**src/rtl/sfd_pkg.sv**
```systemverilog
package sfd_pkg;

  typedef enum logic [1:0] {
    RES_NONE = 2'b00,
    RES_REQA = 2'b01,
    RES_WUPA = 2'b10
  } res_code_e;

  typedef enum logic [2:0] {
    ST_HUNT = 3'd0,
    ST_SOF  = 3'd1,
    ST_CAPT = 3'd2,
    ST_TAIL = 3'd3,
    ST_RES  = 3'd4
  } det_state_e;

endpackage

```
**src/rtl/sfd_cell_framer.sv**
```systemverilog
// Gathers the samples of one bit cell into a slot vector.
// Four-sample mode fills one slot per sample; two-sample mode fills half the slots per sample.
module sfd_cell_framer #(
  parameter int SLOTS = 4
) (
  input  logic             clk,
  input  logic             rst_n,
  input  logic             start,
  input  logic             run,
  input  logic             x2,
  input  logic             smp,
  output logic             done,
  output logic [SLOTS-1:0] nib
);
  localparam int CW   = $clog2(SLOTS);
  localparam int HALF = SLOTS / 2;

  logic [CW-1:0]    cnt_q;
  logic [CW-1:0]    pos;
  logic [CW-1:0]    last_idx;
  logic [SLOTS-1:0] acc_q;
  logic [SLOTS-1:0] fill;

  assign pos      = start ? '0 : cnt_q;
  assign last_idx = x2 ? CW'(1) : CW'(SLOTS - 1);

  always_comb begin
    for (int j = 0; j < SLOTS; j++) begin
      if (x2) fill[j] = smp && ((j / HALF) == int'(pos));
      else    fill[j] = smp && (j == int'(pos));
    end
  end

  assign done = run && (cnt_q == last_idx);
  assign nib  = acc_q | fill;

  always_ff @(posedge clk) begin
    if (!rst_n) begin
      cnt_q <= '0;
      acc_q <= '0;
    end else if (start) begin
      acc_q <= fill;
      cnt_q <= CW'(1);
    end else if (run) begin
      if (done) begin
        acc_q <= '0;
        cnt_q <= '0;
      end else begin
        acc_q <= acc_q | fill;
        cnt_q <= cnt_q + CW'(1);
      end
    end
  end


  cnt_bound_chk: assert property (@(posedge clk) disable iff (!rst_n)
    run |-> (cnt_q <= last_idx));


  start_run_excl_chk: assert property (@(posedge clk) disable iff (!rst_n)
    !(start && run));

endmodule

```
**src/rtl/sfd_capture.sv**
```systemverilog
// Shifts finished cells into the capture word; the first cell ends up in the lowest slots.
module sfd_capture #(
  parameter int CELLS = 8,
  parameter int SLOTS = 4
) (
  input  logic                   clk,
  input  logic                   rst_n,
  input  logic                   clr,
  input  logic                   shift,
  input  logic [SLOTS-1:0]       nib,
  output logic [CELLS*SLOTS-1:0] word,
  output logic                   last_cell
);
  localparam int W  = CELLS * SLOTS;
  localparam int NW = $clog2(CELLS + 1);

  logic [W-1:0]  word_q;
  logic [NW-1:0] n_q;

  always_ff @(posedge clk) begin
    if (!rst_n) begin
      word_q <= '0;
      n_q    <= '0;
    end else if (clr) begin
      word_q <= '0;
      n_q    <= '0;
    end else if (shift) begin
      word_q <= {nib, word_q[W-1:SLOTS]};
      n_q    <= n_q + NW'(1);
    end
  end

  assign word      = word_q;
  assign last_cell = (n_q == NW'(CELLS - 1));


  no_overflow_chk: assert property (@(posedge clk) disable iff (!rst_n)
    n_q <= NW'(CELLS));

endmodule

```
**src/rtl/sfd_decoder.sv**
```systemverilog
// Combinational Modified Miller decode and classification of a captured short frame.
module sfd_decoder
  import sfd_pkg::*;
#(
  parameter int                   CELLS     = 8,
  parameter int                   SLOTS     = 4,
  parameter int                   DATA_BITS = 7,
  parameter logic [DATA_BITS-1:0] REQA_VAL  = 7'h26,
  parameter logic [DATA_BITS-1:0] WUPA_VAL  = 7'h52
) (
  input  logic [CELLS*SLOTS-1:0] word,
  input  logic [SLOTS-1:0]       tail,
  output logic [1:0]             code,
  output logic                   last
);
  localparam int HALF = SLOTS / 2;

  logic [CELLS-1:0]     bits;
  logic [DATA_BITS-1:0] data;
  logic                 bad;

  always_comb begin
    logic f;
    logic s;
    logic b;
    logic prv;
    prv  = 1'b0;
    bad  = 1'b0;
    bits = '0;
    for (int i = 0; i < CELLS; i++) begin
      f = |word[i*SLOTS +: HALF];
      s = |word[i*SLOTS+HALF +: SLOTS-HALF];
      b = 1'b0;
      if (f && s) begin
        bad = 1'b1;
      end else if (s) begin
        b = 1'b1;
      end else if (f) begin
        if (prv) bad = 1'b1;
      end else begin
        if (!prv) bad = 1'b1;
      end
      bits[i] = b;
      prv     = b;
    end
    if (bits[CELLS-1] || (|tail)) bad = 1'b1;
    data = bits[DATA_BITS-1:0];
    code = RES_NONE;
    last = 1'b0;
    if (!bad && data == REQA_VAL) begin
      code = RES_REQA;
      last = data[DATA_BITS-1];
    end else if (!bad && data == WUPA_VAL) begin
      code = RES_WUPA;
      last = data[DATA_BITS-1];
    end
  end

endmodule

```
**src/rtl/wakeup_frame_det.sv**
```systemverilog
module wakeup_frame_det
  import sfd_pkg::*;
#(
  parameter int                   SLOTS     = 4,
  parameter int                   DATA_BITS = 7,
  parameter logic [DATA_BITS-1:0] REQA_VAL  = 7'h26,
  parameter logic [DATA_BITS-1:0] WUPA_VAL  = 7'h52
) (
  input  logic       clk,
  input  logic       rst_n,
  input  logic       rx_pause,
  input  logic       ratio_2x,
  output logic       res_valid,
  input  logic       res_ready,
  output logic [1:0] res_code,
  output logic       res_last
);
  localparam int CELLS = DATA_BITS + 1;
  localparam int W     = CELLS * SLOTS;
  localparam int HALF  = SLOTS / 2;

  det_state_e st_q, st_d;
  logic       prev_q;
  logic       mode_q;
  logic       edge_seen, hunt_ok, start, run, done, sof_ok;
  logic       x2_now;
  logic [SLOTS-1:0] nib, sof_pat;
  logic [W-1:0]     word;
  logic             cap_last;
  logic [1:0]       dec_code;
  logic             dec_last;
  logic [1:0]       code_q;
  logic             last_q;

  assign edge_seen = rx_pause && !prev_q;
  assign hunt_ok   = (st_q == ST_HUNT) || (st_q == ST_RES && res_ready);
  assign start     = hunt_ok && edge_seen;
  assign run       = (st_q == ST_SOF) || (st_q == ST_CAPT) || (st_q == ST_TAIL);
  assign x2_now    = start ? ratio_2x : mode_q;

  always_comb begin
    for (int j = 0; j < SLOTS; j++) begin
      sof_pat[j] = mode_q ? (j < HALF) : (j == 0);
    end
  end
  assign sof_ok = (nib == sof_pat);

  sfd_cell_framer #(.SLOTS(SLOTS)) u_framer (
    .clk   (clk),
    .rst_n (rst_n),
    .start (start),
    .run   (run),
    .x2    (x2_now),
    .smp   (rx_pause),
    .done  (done),
    .nib   (nib)
  );

  sfd_capture #(.CELLS(CELLS), .SLOTS(SLOTS)) u_capture (
    .clk       (clk),
    .rst_n     (rst_n),
    .clr       (start),
    .shift     (st_q == ST_CAPT && done),
    .nib       (nib),
    .word      (word),
    .last_cell (cap_last)
  );

  sfd_decoder #(
    .CELLS     (CELLS),
    .SLOTS     (SLOTS),
    .DATA_BITS (DATA_BITS),
    .REQA_VAL  (REQA_VAL),
    .WUPA_VAL  (WUPA_VAL)
  ) u_decoder (
    .word (word),
    .tail (nib),
    .code (dec_code),
    .last (dec_last)
  );

  always_comb begin
    st_d = st_q;
    case (st_q)
      ST_HUNT: if (start) st_d = ST_SOF;
      ST_SOF:  if (done) st_d = sof_ok ? ST_CAPT : ST_HUNT;
      ST_CAPT: if (done && cap_last) st_d = ST_TAIL;
      ST_TAIL: if (done) st_d = ST_RES;
      ST_RES:  if (res_ready) st_d = start ? ST_SOF : ST_HUNT;
      default: st_d = ST_HUNT;
    endcase
  end

  always_ff @(posedge clk) begin
    if (!rst_n) begin
      st_q   <= ST_HUNT;
      prev_q <= 1'b1;
      mode_q <= 1'b0;
      code_q <= RES_NONE;
      last_q <= 1'b0;
    end else begin
      st_q   <= st_d;
      prev_q <= rx_pause;
      if (start) mode_q <= ratio_2x;
      if (st_q == ST_TAIL && done) begin
        code_q <= dec_code;
        last_q <= dec_last;
      end
    end
  end

  assign res_valid = (st_q == ST_RES);
  assign res_code  = code_q;
  assign res_last  = last_q;


  hold_result_chk: assert property (@(posedge clk) disable iff (!rst_n)
    (res_valid && !res_ready) |=> (res_valid && $stable(res_code) && $stable(res_last)));


  code_range_chk: assert property (@(posedge clk) disable iff (!rst_n)
    res_valid |-> (res_code != 2'b11));


  reqa_last_chk: assert property (@(posedge clk) disable iff (!rst_n)
    (res_valid && res_code == RES_REQA) |-> !res_last);


  wupa_last_chk: assert property (@(posedge clk) disable iff (!rst_n)
    (res_valid && res_code == RES_WUPA) |-> res_last);


  rearm_same_cycle_chk: assert property (@(posedge clk) disable iff (!rst_n)
    (res_valid && res_ready && rx_pause && !prev_q) |=> (st_q == ST_SOF));


  held_pause_chk: assert property (@(posedge clk) disable iff (!rst_n)
    (st_q == ST_HUNT && rx_pause && prev_q) |=> (st_q == ST_HUNT));

endmodule

```
**config.mk**
```make
export PLATFORM = sky130hd
export DESIGN_NAME = wakeup_frame_det
export DESIGN_NICKNAME = d
export VERILOG_FILES = /design/src/rtl/sfd_pkg.sv /design/src/rtl/sfd_cell_framer.sv /design/src/rtl/sfd_capture.sv /design/src/rtl/sfd_decoder.sv /design/src/rtl/wakeup_frame_det.sv
export SDC_FILE = /design/constraint.sdc
export NUM_CORES = 1
export LEC_CHECK = 0
export BUFFER_PORTS_ARGS = -buffer_cell sky130_fd_sc_hd__buf_2
export CELL_PAD_IN_SITES_DETAIL_PLACEMENT = 0
export CELL_PAD_IN_SITES_GLOBAL_PLACEMENT = 1
export CORE_ASPECT_RATIO = 0.6
export CORE_UTILIZATION = 48
export CTS_BUF_LIST = sky130_fd_sc_hd__clkbuf_8
export CTS_CLUSTER_DIAMETER = 100
export CTS_CLUSTER_SIZE = 16
export DETAILED_ROUTE_END_ITERATION = 8
export PLACE_DENSITY = 0.82
export SYNTH_ARGS = -nofsm -noshare
export SYNTH_HDL_FRONTEND = slang
export SYNTH_SLANG_ARGS = --single-unit
```
**constraint.sdc**
```tcl
create_clock -name clk -period 2.15 [get_ports clk]
set_input_delay 0.43 -clock clk [delete_from_list [all_inputs] [get_ports clk]]
set_output_delay 0.43 -clock clk [all_outputs]
set_load 0.02 [all_outputs]
```
==> reports/qor.yml <==
insertedDiodeCount: 0
cts_root_buf: "clkbuf_8"
power_frac_clock_pct: 38.9
timing_worst_setup_path_type: "reg2reg"
tightest_slew_ns: 0.4188
wl_per_cell_um: 14.48
cp.required_ns: 2.41
pwr-share-seq_pct: 55.5
cpPeakStageDelay_ns: 0.34
vias: 1990
post-cts-setup-buffers: 0
timing.setup.tns_ns: 0
clk_latency_ns: 0.31
clkTransAtPathRegs_ns: 0.09
min_period_over_period_pct: 88.81
synth_area_leaders: "dfxtp_1 (43%), nand2_1 (11%), a21oi_1 (8.3%)"
wl_mm: 5.313
p_int_uw: 1313
finalNonFillerCells: 367
cts.sinks: 50
rsz0062_at_grt: "false"
num_rows: 19
relSlewSlack_pct: 71.86
syn-num-nets: 303
hp-class: "in2reg"
initial_utilization_pct: 50.72
die_width_um: 92.35
avgSynthCellArea_um2: 7.997
place.gp.congestion: 0.7990
synth-xor-area-share_pct: 4.417
cp.arrival_ns: 2.17
ys_ff_latch: 50
switchingPower_uw: 393.2
io_buffers: 8
groute.layer.met2.usage_pct: 28.04
gr-total-overflow: 0
cts_max_path_buffers: 2
ff2ff_path_depth: 9
first_iter_violations: 123
netlist_area_um2: 2351
grt_max_degree: 40
syn_to_final_growth_pct: 11.12
ys_warn_count: 0
power.density_nw_per_um2: 653.1
synthCells: 294
grt_first_pass_wirelength_mm: 9.114
dp_hpwl_mm: 3.770
synthSimpleGateAreaFrac_pct: 28.31
setup_viol: 0
drtAntennaViolNets: 0
max_freq_ghz: 0.5237
synth_seq_area_share_pct: 42.58
cts_tree: "done"
antenna_found_initial: 0
final_hold_viol_count: 0
via_per_inst: 5.422
core_area_um2: 4636
htreeDepth: 2
globalRouteMet1Util_pct: 36.29
synth-adder-area-share_pct: 2.129
drive_gt1_share_pct: 12.50
ir_drop_v: 0.0003217
top_usage_layer: "met1"
first_pass_iters: 4
crit_path_top_delay_cell: "nor4b_2"
grt_pass1_vias: 1816
cpMostUsedCell: "nand4_1"
power.total_uw: 1706
cts_inserted_buffers: 5
power.leakage_uw: 0.0008987
synth_top_area_share_pct: 42.58
swShare_pct: 23.04
status: "finished, final reports clean"
n_fill_cell: 434
drv_cap: 0
synth_edf_count: 0
yosys.area.top_type: "dfxtp_1"
drcViolationCount: 0
cp_max_fo: 2
finClkSkew_ns: 0.005784
combinationalPowerShare_pct: 5.6
die_y_um: 56.21
layout_common_cells: "nand2_1 (68), dfxtp_1 (50), a21oi_1 (39)"
path_cells: "nor2_1 -> inv_1 -> ha_1 -> nor3_1 -> o31a_1 -> nand4_1 -> nor4b_2 -> nand4_1 -> nand2_1"
end_kind: "flip-flop"
grt_use_met3_pct: 6.421
synth_compound_area_share_pct: 17.94
synth-async-reset-ratio_pct: 0
yosysUniqueCellTypes: 50
grt_util_all_layers_pct: 22.68
nets: 312
synthMuxAreaShare_pct: 0.4790
min_path_cells: 3
num_io_pins: 9
mostFrequentLayoutCell: "nand2_1"
final.min_clock_period_ns: 1.909
ys.flop_type: "dfxtp_1"
post-route-util_pct: 56.36
synth_top_family_by_area: "simple AND/OR/NAND/NOR gates"
place_inst: 359
drv_slew: 0
start_kind: "flip-flop"
die_area_um2: 5191
## routing by layer
metal | up-vias | share of wire (%)
met4 | 0 | 1.1
met1 | 917 | 57
met3 | 8 | 5.1
met5 | - | 0
li1 | 1028 | -
met2 | 37 | 37
## flip-flops by register name, indices dropped and copies added (netlist names)
name,cells
mode_q,1
prev_q,1
res_code,2
res_last,1
st_q,3
u_capture.n_q,4
u_capture.word,32
u_framer.acc_q,4
u_framer.cnt_q,2
## layout make-up
| class | count | area [µm²] | area share (%) |
|---|---|---|---|
| clock buffer | 5 | 68.82 | 2.634 |
| sequential | 50 | 1001 | 38.31 |
| timing repair buffer | 19 | 147.6 | 5.651 |
| clock inverter | 3 | 40.04 | 1.533 |
| tap | 63 | 78.83 | 3.017 |
| multi-input combinational | 224 | 1265 | 48.42 |
| inverter | 3 | 11.26 | 0.4310 |
## worst paths after layout
kind	from	endpoint	slack (ns)
hold reg to reg	res_code[1]	res_code[1]	0.45
hold / removal	ratio_2x	u_framer.acc_q[1]	0.42
setup reg to reg	u_capture.word[2]	res_code[1]	0.24
setup / recovery	u_capture.word[2]	res_code[1]	0.24
## synth_stat cells, types with 2 or more instances
cell type,count
a211o_1,2
a211oi_1,3
a21boi_0,2
a21boi_1,2
a21oi_1,39
a22oi_1,2
a311oi_1,2
buf_2,6
buf_4,2
clkbuf_1,8
dfxtp_1,50
ha_1,4
inv_1,3
nand2_1,68
nand2b_1,5
nand3_1,4
nand3_2,2
nand3b_1,2
nand4_1,5
nor2_1,24
nor2b_1,4
nor3_1,8
nor3b_1,3
nor4_1,2
nor4b_1,2
o21ai_0,6
o31ai_1,2
or3_1,2
xnor2_1,3
xor2_1,7
## power by group through the flow
stage / sequential (µW) / clock [µW] / combinational [µW]
after global placement: 968 / 0 / 93.4
after CTS: 946 / 676 / 94.7
final: 947 / 664 / 95.3
after global routing: 949 / 722 / 106
after floorplan: 960 / 0 / 70.2
after detailed placement: 968 / 0 / 94.1
## per-stage QoR
| step | area (µm²) | setup WS (ns) | hold slack [ns] |
|---|---|---|---|
| CTS | 2606 | 0.1509 | 0.4192 |
| floorplan | 2351 | 0.3798 | 0.4263 |
| finish | 2613 | 0.2407 | 0.4201 |
| detailed placement | 2497 | 0.1779 | 0.4462 |
| global route | 2613 | 0.04724 | 0.4317 |
| global placement | 2497 | 0.1991 | 0.4426 |
## critical path, delay by kind of cell, from the launching register on
kind                       cells  cell delay, ns
and+or+nand+nor                6            1.06
DFF                            1            0.32
adders and majority gates      1            0.22
AOI/OAI and AO/OA              1            0.16
buffers and inverters          1            0.09
## kinds of logic (layout without fill, tap and decap cells)
| logic type | count (synthesis) | count (layout) |
|---|---|---|
| AOI/OAI and AO/OA | 69 | 69 |
| xor gates and xnor gates | 11 | 11 |
| adders and majority gates | 4 | 4 |
| buffers and inverters | 20 | 30 |
| DFF | 50 | 50 |
| muxes | 1 | 1 |
| and+or+nand+nor | 139 | 139 |
## repair_timing
item / CTS / global route
gates resized for setup: 0 / 1
hold buffers: 0 / 0
setup endpoints to repair: 0 / 3
Power figures use the tool's default switching activity.
